--- config.mk ---
export PLATFORM = sky130hd
export DESIGN_NAME = pld_async_macrocell
export DESIGN_NICKNAME = d
export VERILOG_FILES = /design/src/rtl/pldmc_pkg.sv /design/src/rtl/pldmc_term_array.sv /design/src/rtl/pldmc_term_reg.sv /design/src/rtl/pldmc_out_ctl.sv /design/src/rtl/pld_async_macrocell.sv
export SDC_FILE = /design/constraint.sdc
export NUM_CORES = 1
export LEC_CHECK = 0
export ABC_AREA = 1
export CORE_ASPECT_RATIO = 2
export CORE_MARGIN = 5
export CORE_UTILIZATION = 33
export CTS_CLUSTER_DIAMETER = 80
export DETAILED_ROUTE_END_ITERATION = 6
export MAX_ROUTING_LAYER = met4
export PLACE_DENSITY_LB_ADDON = 0.2
export SLEW_MARGIN = 20
export SYNTH_ARGS = -nofsm -noshare
export SYNTH_HDL_FRONTEND = slang
export SYNTH_SLANG_ARGS = --single-unit
export TNS_END_PERCENT = 1
--- constraint.sdc ---
create_clock -name clk -period 3.89 [get_ports clk]
set_input_delay 0.778 -clock clk [delete_from_list [all_inputs] [get_ports clk]]
set_output_delay 0.778 -clock clk [all_outputs]
set_load 0.05 [all_outputs]
--- src/rtl/pldmc_pkg.sv ---
package pldmc_pkg;

    localparam int NUM_CTRL  = 4;
    localparam int NUM_SUM   = 4;
    localparam int NUM_TERMS = NUM_CTRL + NUM_SUM;

    localparam int IDX_SET = 0;
    localparam int IDX_CLR = 1;
    localparam int IDX_CLK = 2;
    localparam int IDX_OE  = 3;
    localparam int IDX_SUM = 4;

    typedef enum logic {
        MODE_REG  = 1'b0,
        MODE_COMB = 1'b1
    } cell_mode_e;

    // control terms, LSB first: set, clear, clock, enable
    typedef struct packed {
        logic oe;
        logic clk;
        logic clr;
        logic set;
    } ctrl_terms_t;

    // next register value, priority preload > set > clear > clock edge
    function automatic logic reg_next(
        input logic preload_n,
        input logic pad,
        input logic set_t,
        input logic clr_t,
        input logic edge_seen,
        input logic d,
        input logic q
    );
        logic r;
        if (!preload_n)     r = pad;
        else if (set_t)     r = 1'b1;
        else if (clr_t)     r = 1'b0;
        else if (edge_seen) r = d;
        else                r = q;
        return r;
    endfunction

endpackage

--- src/rtl/pldmc_term_array.sv ---
module pldmc_term_array
    import pldmc_pkg::*;
#(
    parameter int NUM_IN = 8,
    localparam int LIT_W  = 2 * NUM_IN,
    localparam int MASK_W = NUM_TERMS * LIT_W
) (
    input  logic [NUM_IN-1:0]    arr_in,
    input  logic [MASK_W-1:0]    term_mask,
    output logic [NUM_TERMS-1:0] terms
);

    logic [LIT_W-1:0] lits;
    assign lits = {~arr_in, arr_in};

    for (genvar t = 0; t < NUM_TERMS; t++) begin : g_term
        // a removed literal reads as 1 inside the AND
        assign terms[t] = &(lits | term_mask[t*LIT_W +: LIT_W]);
    end

    always_comb begin
        for (int t = 0; t < NUM_TERMS; t++) begin

            if (&term_mask[t*LIT_W +: LIT_W])
                empty_term_hi_chk: assert (terms[t]);
            for (int i = 0; i < NUM_IN; i++) begin

                if (!term_mask[t*LIT_W + i] && !term_mask[t*LIT_W + NUM_IN + i])
                    contra_term_lo_chk: assert (!terms[t]);
            end
        end
    end

endmodule

--- src/rtl/pldmc_term_reg.sv ---
module pldmc_term_reg
    import pldmc_pkg::*;
(
    input  logic clk,
    input  logic rst,
    input  logic preload_n,
    input  logic pad_in,
    input  logic set_t,
    input  logic clr_t,
    input  logic clk_t,
    input  logic d,
    output logic q
);

    logic clk_t_prev;
    logic rise;

    assign rise = clk_t && !clk_t_prev;

    always_ff @(posedge clk) begin
        if (rst) begin
            q          <= 1'b0;
            clk_t_prev <= 1'b1;
        end else begin
            q          <= reg_next(preload_n, pad_in, set_t, clr_t, rise, d, q);
            clk_t_prev <= clk_t;
        end
    end


    por_clear_chk: assert property (@(posedge clk) rst |=> !q);


    preload_load_chk: assert property (@(posedge clk) disable iff (rst)
        !preload_n |=> q == $past(pad_in));


    set_wins_chk: assert property (@(posedge clk) disable iff (rst)
        preload_n && set_t |=> q);


    hold_no_edge_chk: assert property (@(posedge clk) disable iff (rst)
        preload_n && !set_t && !clr_t && !rise |=> $stable(q));

endmodule

--- src/rtl/pldmc_out_ctl.sv ---
module pldmc_out_ctl
    import pldmc_pkg::*;
(
    input  cell_mode_e mode,
    input  logic       sum_val,
    input  logic       q,
    input  logic       pol_invert,
    input  logic       oe_t,
    input  logic       oe_pin_n,
    input  logic       pad_in,
    output logic       pad_out,
    output logic       pad_oe,
    output logic       fb_out
);

    logic data;

    always_comb begin
        data    = (mode == MODE_COMB) ? sum_val : q;
        pad_out = pol_invert ? ~data : data;
        pad_oe  = oe_t & ~oe_pin_n;
        fb_out  = pad_oe ? pad_out : pad_in;
    end

    always_comb begin

        if (oe_pin_n == 1'b1)
            pin_disables_chk: assert (!pad_oe);

        if (pad_oe == 1'b1)
            fb_tracks_drive_chk: assert (fb_out == pad_out);

        if (pad_oe == 1'b0)
            fb_tracks_pad_chk: assert (fb_out == pad_in);
    end

endmodule

--- src/rtl/pld_async_macrocell.sv ---
module pld_async_macrocell
    import pldmc_pkg::*;
#(
    parameter int NUM_IN = 8,
    localparam int LIT_W  = 2 * NUM_IN,
    localparam int MASK_W = NUM_TERMS * LIT_W
) (
    input  logic              clk,
    input  logic              rst,
    input  logic [NUM_IN-1:0] arr_in,
    input  logic [MASK_W-1:0] term_mask,
    input  logic              oe_pin_n,
    input  logic              preload_n,
    input  logic              pad_in,
    input  logic              pol_invert,
    output logic              pad_out,
    output logic              pad_oe,
    output logic              fb_out
);

    logic [NUM_TERMS-1:0] terms;
    ctrl_terms_t          ctrl;
    logic                 sum_val;
    logic                 q;
    cell_mode_e           mode;

    pldmc_term_array #(.NUM_IN(NUM_IN)) u_array (
        .arr_in    (arr_in),
        .term_mask (term_mask),
        .terms     (terms)
    );

    assign ctrl    = ctrl_terms_t'(terms[NUM_CTRL-1:0]);
    assign sum_val = |terms[NUM_TERMS-1:IDX_SUM];

    // both async terms with every literal removed => bypass the register
    assign mode = (&term_mask[IDX_SET*LIT_W +: LIT_W] && &term_mask[IDX_CLR*LIT_W +: LIT_W])
                  ? MODE_COMB : MODE_REG;

    pldmc_term_reg u_reg (
        .clk       (clk),
        .rst       (rst),
        .preload_n (preload_n),
        .pad_in    (pad_in),
        .set_t     (ctrl.set),
        .clr_t     (ctrl.clr),
        .clk_t     (ctrl.clk),
        .d         (sum_val),
        .q         (q)
    );

    pldmc_out_ctl u_out (
        .mode       (mode),
        .sum_val    (sum_val),
        .q          (q),
        .pol_invert (pol_invert),
        .oe_t       (ctrl.oe),
        .oe_pin_n   (oe_pin_n),
        .pad_in     (pad_in),
        .pad_out    (pad_out),
        .pad_oe     (pad_oe),
        .fb_out     (fb_out)
    );

endmodule

* After elaboration in Yosys (flattened, before gate mapping)
Index checks and enable logic that the tools add are counted.
** Storage, ports and cells
- Register bits :: 2
- Input port bits :: 142
- Output and inout port bits :: 3
** Cells by class
- Equality and inequality tests :: 1
- Multiplexer cells :: 8
- Bitwise logic cells :: 12
- Reduce and logical (&&, ||, !) cells :: 14
** Operators by type and width (count)
- 16-bit AND reduction :: 10
- 16-bit OR :: 8
- 1-bit two-way mux :: 8
- 8-bit inverter :: 1
- 4-bit by 1-bit inequality test with 1-bit output, second input constant :: 1
- 4-bit OR reduction :: 1
- 1-bit logical AND :: 2
- 1-bit inverter :: 2
- 1-bit AND :: 1
- 1-bit zero test :: 1

* Longest topological paths before layout
- Depth in word-level cells :: 8
- Gate-level depth with buffers :: 13
- Depth with buffers taken out :: 12

* By module
Synthesis repeated with hierarchy kept, for this count alone.
** Unflattened totals
- Cell total of the unflattened synthesis :: 462
- Area total of the unflattened synthesis :: 1868.0 um^2
** By module, submodules not included
- pldmc_term_array :: times used 1, cells each 392, area an instance 1521.5 um^2
- pld_async_macrocell :: times used 1, cells each 34, area an instance 137.6 um^2
- pldmc_term_reg :: times used 1, cells each 20, area an instance 128.9 um^2
- pldmc_out_ctl :: times used 1, cells each 16, area an instance 80.1 um^2

* Worst setup path before layout
OpenSTA, ideal clock, no wires.
- Path type :: in2out
- Start point :: in arr_in[0]
- End point :: out fb_out
- Arrival time :: 2.538 ns
- Data required time :: 3.112 ns
- Slack :: 0.574 ns
- Cell stages on the path :: 9
- Path buffers :: 1
- Path through :: buf_6 inv_6 or2_1 o2111ai_1 nor3_1 nand2_1 nor2_1 nand3_1 nand2_1
** On the way
- Elaborated cells between the ends (all ways) :: 17
- Those cells by class :: mux (3); bitwise (8); reduce/logical (6)
** RTL lines
- from (decl) :: line pld_async_macrocell.sv:10 : input logic [NUM_IN-1:0] arr_in,
- 8-bit inverter :: line pldmc_term_array.sv:14 : assign lits = {~arr_in, arr_in};
- 16-bit OR * :: line pldmc_term_array.sv:18 : assign terms[t] = &(lits | term_mask[t*LIT_W +: LIT_W]);
- 16-bit AND reduction * :: line pldmc_term_array.sv:18
- 1-bit AND * :: line pldmc_out_ctl.sv:21 : pad_oe = oe_t & ~oe_pin_n;
- via pad_oe :: line pld_async_macrocell.sv:17 : output logic pad_oe,
- 1-bit two-way mux * :: line pldmc_out_ctl.sv:22 : fb_out = pad_oe ? pad_out : pad_in;
- to (decl) :: line pld_async_macrocell.sv:18 : output logic fb_out
Mark *: on every way through the listed nets, which the timed path passes. The rest lies on a longest branch.

* Worst setup path after layout
- Start point :: in arr_in[1]
- End point :: out pad_out
** On the way
- Cells in the longest elaborated chain, start to end :: 7
- Elaborated cells between the ends (all ways) :: 13
- Those cells by class :: mux (2); bitwise (6); reduce/logical (5)
** Ends and longest elaborated chain
- 8-bit inverter :: line pldmc_term_array.sv:14
- 16-bit OR :: line pldmc_term_array.sv:18
- 16-bit AND reduction :: line pldmc_term_array.sv:18
- 4-bit OR reduction * :: line pld_async_macrocell.sv:34 : assign sum_val = |terms[NUM_TERMS-1:IDX_SUM];
- 1-bit two-way mux * :: line pldmc_out_ctl.sv:19 : data = (mode == MODE_COMB) ? sum_val : q;
- 1-bit inverter :: line pldmc_out_ctl.sv:20 : pad_out = pol_invert ? ~data : data;
- 1-bit two-way mux * :: line pldmc_out_ctl.sv:20
- to (decl) :: line pld_async_macrocell.sv:16 : output logic pad_out,
Mark *: on every way between the ends. The rest lies on a longest branch, timed or not.

==> results_dict.tcl <==
set metrics [dict create \
    clkSinkCount 2 \
    dp_hpwl_mm 6.22 \
    status "complete, no violations" \
    netlist_area_um2 1470 \
    io_buffers 144 \
    yosysUniqueCellTypes 25 \
    timing.hold.ws_ns 0.649 \
    final_cells 503 \
    maxCapViolCount 0 \
    cts-root-buf "clkbuf_8" \
    ys_top_cells_by_count "nand2_1 (103), inv_1 (69), nor2_1 (47)" \
    ctsHoldBuffers 0 \
    hold_path.class "register to register" \
    ys.flop_type "dfxtp_1" \
    regToRegEndpoint "u_reg.q$_SDFFE_PP0P_" \
    grt_pass1_wl_mm 10.8 \
    nNetsFinal 593 \
    finalHoldViolations 0 \
    placedCellCount 500 \
    yosysWarnings 0 \
    drive_gt1_frac 0.0735 \
    period_needed_ns 3.55 \
    yosysMostFrequentCell "nand2_1" \
    total_leakage_power_nw 1.48 \
    track_usage 0.235 \
    cts_tree "done" \
    crit_fanout 10 \
    synth_top_area_share 0.263 \
    die_w_um 57.2 \
    cts_setup_buffers 0 \
    setup_viol 0 \
    antenna_left 0 \
    post_dp_cell_area_um2 2940 \
    cp.depth 13 \
    core_area_um2 4340 \
    ir_drop_mv 0.237 \
    synth_edf_count 0 \
    startpoint "arr_in[1]" \
    r2r_start "u_reg.clk_t_prev$_SDFF_PP1_" \
    cp_slowest_cell "clkdlybuf4s50_1" \
    crit_type "primary input to output pin" \
    worst_pin_slew_ns 0.629 \
    ys_ff_latch 2 \
    initial_core_util 0.339 \
    cp.arrival_ns 2.77 \
    end_kind "output pin" \
    routedWlPerCell_um 14.1 \
    rrSetupSlack_ns 3.05 \
    wl_mm 7.11 \
    htreeDepth 1 \
    synth_largest_area_cell "nand2_1" \
    tns_ns 0 \
    die_area_um2 5980 \
    worst_clock_skew_ns 0.00543 \
    crit_end "pad_out" \
    cp_top_family "buffers and inverters" \
    syn_inst 308 \
    rr_worst_depth 4 \
    clk_pin_slew_ns 0.03 \
    fmax_ghz 0.281 \
    via_per_inst 4.74 \
    cpPeakStageDelay_ns 0.87 \
    io_pins 145 \
    rows 34 \
    yosysSeqAreaShare 0.0272 \
    maxSlewViolCount 0 \
    worst-path-buf-inv 3 \
    max-slew-margin-rel 0.579 \
    synth_area_leaders "nand2_1 (26%), inv_1 (18%), nor2_1 (12%)" \
    grt_max_degree 11 \
    crit_top_cell "nand2_1" \
    start_kind "primary input" \
    syn_area_per_cell_um2 4.78 \
    fillers 421 \
    die_h_um 104 \
    worst_ep_required_time_ns 3.11 \
    finalInstanceArea_um2 2990 \
    area_delta_synth_final_pct 103 \
    grt_pass1_vias 2448 \
    rsz0062_at_grt "no" \
    post-route-period-util 0.913 \
    first_pass_iters 4 \
    num_vias 2383 \
    powerDensity_nw_per_um2 130 \
    overflow 0 \
    clk_path_buf_depth 2 \
    cts_resized 0 \
    diodes 0 \
    synth-async-reset-ratio 0 \
    antenna_found_initial 0 \
    drc_errors 0 \
    cts_made_buffers 3 \
    synth_fp_nets 450 \
    drt_iter0_drc 72 \
    worstPathCellList "clkdlybuf4s50_1 -> inv_6 -> nand2_1 -> nand2_1 -> nor2_1 -> nand2_1 -> nor2_1 -> nor2_1 -> nand2_1 -> nand2_1 -> nand3_2 -> and2_1 -> buf_12" \
    clock_latency_ns 0.21 \
    gp_congestion 0.932 \
]
[layout make-up]
cell class / instances / area [µm²] / share of cell area
Multi-Input combinational cell: 223 / 1030 / 0.346
Sequential cell: 2 / 40.0 / 0.0134
Timing Repair Buffer: 146 / 1490 / 0.498
Inverter: 75 / 317 / 0.106
Tap cell: 54 / 67.6 / 0.0226
Clock buffer: 3 / 41.3 / 0.0138
[worst reg2reg max path, stage by stage (launching register included)]
cell	delay, ns
dfxtp_1	0.30
nor2_2	0.16
nand3_1	0.11
nand2_1	0.11
a21oi_2	0.05
[metal layers]
layer | global-route usage | wire (µm) | vias up
met5 | - | 0 | -
met1 | 0.214 | 2280 | 1026
li1 | - | - | 1219
met4 | 0.0912 | 178 | 0
met3 | 0.0273 | 498 | 16
met2 | 0.467 | 4150 | 122
[per-stage QoR]
| step | total power [W] | utilization | setup slack, ns |
|---|---|---|---|
| floorplan | 0.000134 | - | 0.574 |
| global placement | 0.000305 | 0.678 | 0.346 |
| detailed placement | 0.000307 | 0.678 | 0.334 |
| CTS | 0.000389 | 0.688 | 0.329 |
| global route | 0.000416 | 0.688 | 0.154 |
| finish | 0.000387 | 0.688 | 0.337 |
[cell families after synthesis]
kind of cell,share of synthesized area
flops,0.0272
compound gates,0.154
buf+inv,0.271
simple gates,0.548
[report_power, final]
group	total [W]	switching (W)	internal, W	leakage (nW)
logic	0.000284	0.000109	0.000175	1.44
clock network	0.0000801	0.0000148	0.0000653	0.0216
registers	0.0000231	0.00000105	0.0000221	0.0168
total	0.000387	0.000125	0.000262	1.48
[registers in the layout (all words and copies together), names as in the netlist]
register,cells
u_reg.q,1
u_reg.clk_t_prev,1
[worst min path at each step]
stage | startpoint | endpoint | slack [ns] | cells after the start
finish | u_reg.q$_SDFFE_PP0P_ | u_reg.q$_SDFFE_PP0P_ | 0.65 | 4
global route | u_reg.q$_SDFFE_PP0P_ | u_reg.q$_SDFFE_PP0P_ | 0.68 | 4
CTS | u_reg.q$_SDFFE_PP0P_ | u_reg.q$_SDFFE_PP0P_ | 0.64 | 4
detailed placement | u_reg.q$_SDFFE_PP0P_ | u_reg.q$_SDFFE_PP0P_ | 0.63 | 4
global placement | u_reg.q$_SDFFE_PP0P_ | u_reg.q$_SDFFE_PP0P_ | 0.63 | 4
floorplan | u_reg.q$_SDFFE_PP0P_ | u_reg.q$_SDFFE_PP0P_ | 0.57 | 4
[placed cells by master, fill, tap and decap left out, types with 2 or more instances in the layout]
| master | n |
|---|---|
| o22a_1 | 2 |
| nor3_1 | 4 |
| nand2_1 | 103 |
| o21ai_2 | 6 |
| or2_2 | 6 |
| o21ai_0 | 5 |
| nand4_1 | 13 |
| buf_12 | 3 |
| clkbuf_8 | 3 |
| nand2_2 | 4 |
| dfxtp_1 | 2 |
| inv_8 | 2 |
| or2_1 | 6 |
| inv_6 | 4 |
| o21ai_1 | 2 |
| clkdlybuf4s50_1 | 141 |
| buf_4 | 2 |
| inv_1 | 69 |
| nand3_1 | 4 |
| o2111ai_1 | 2 |
| o22ai_1 | 14 |
| nor2_1 | 47 |
No activity file was read; power rests on OpenSTA's default activity.
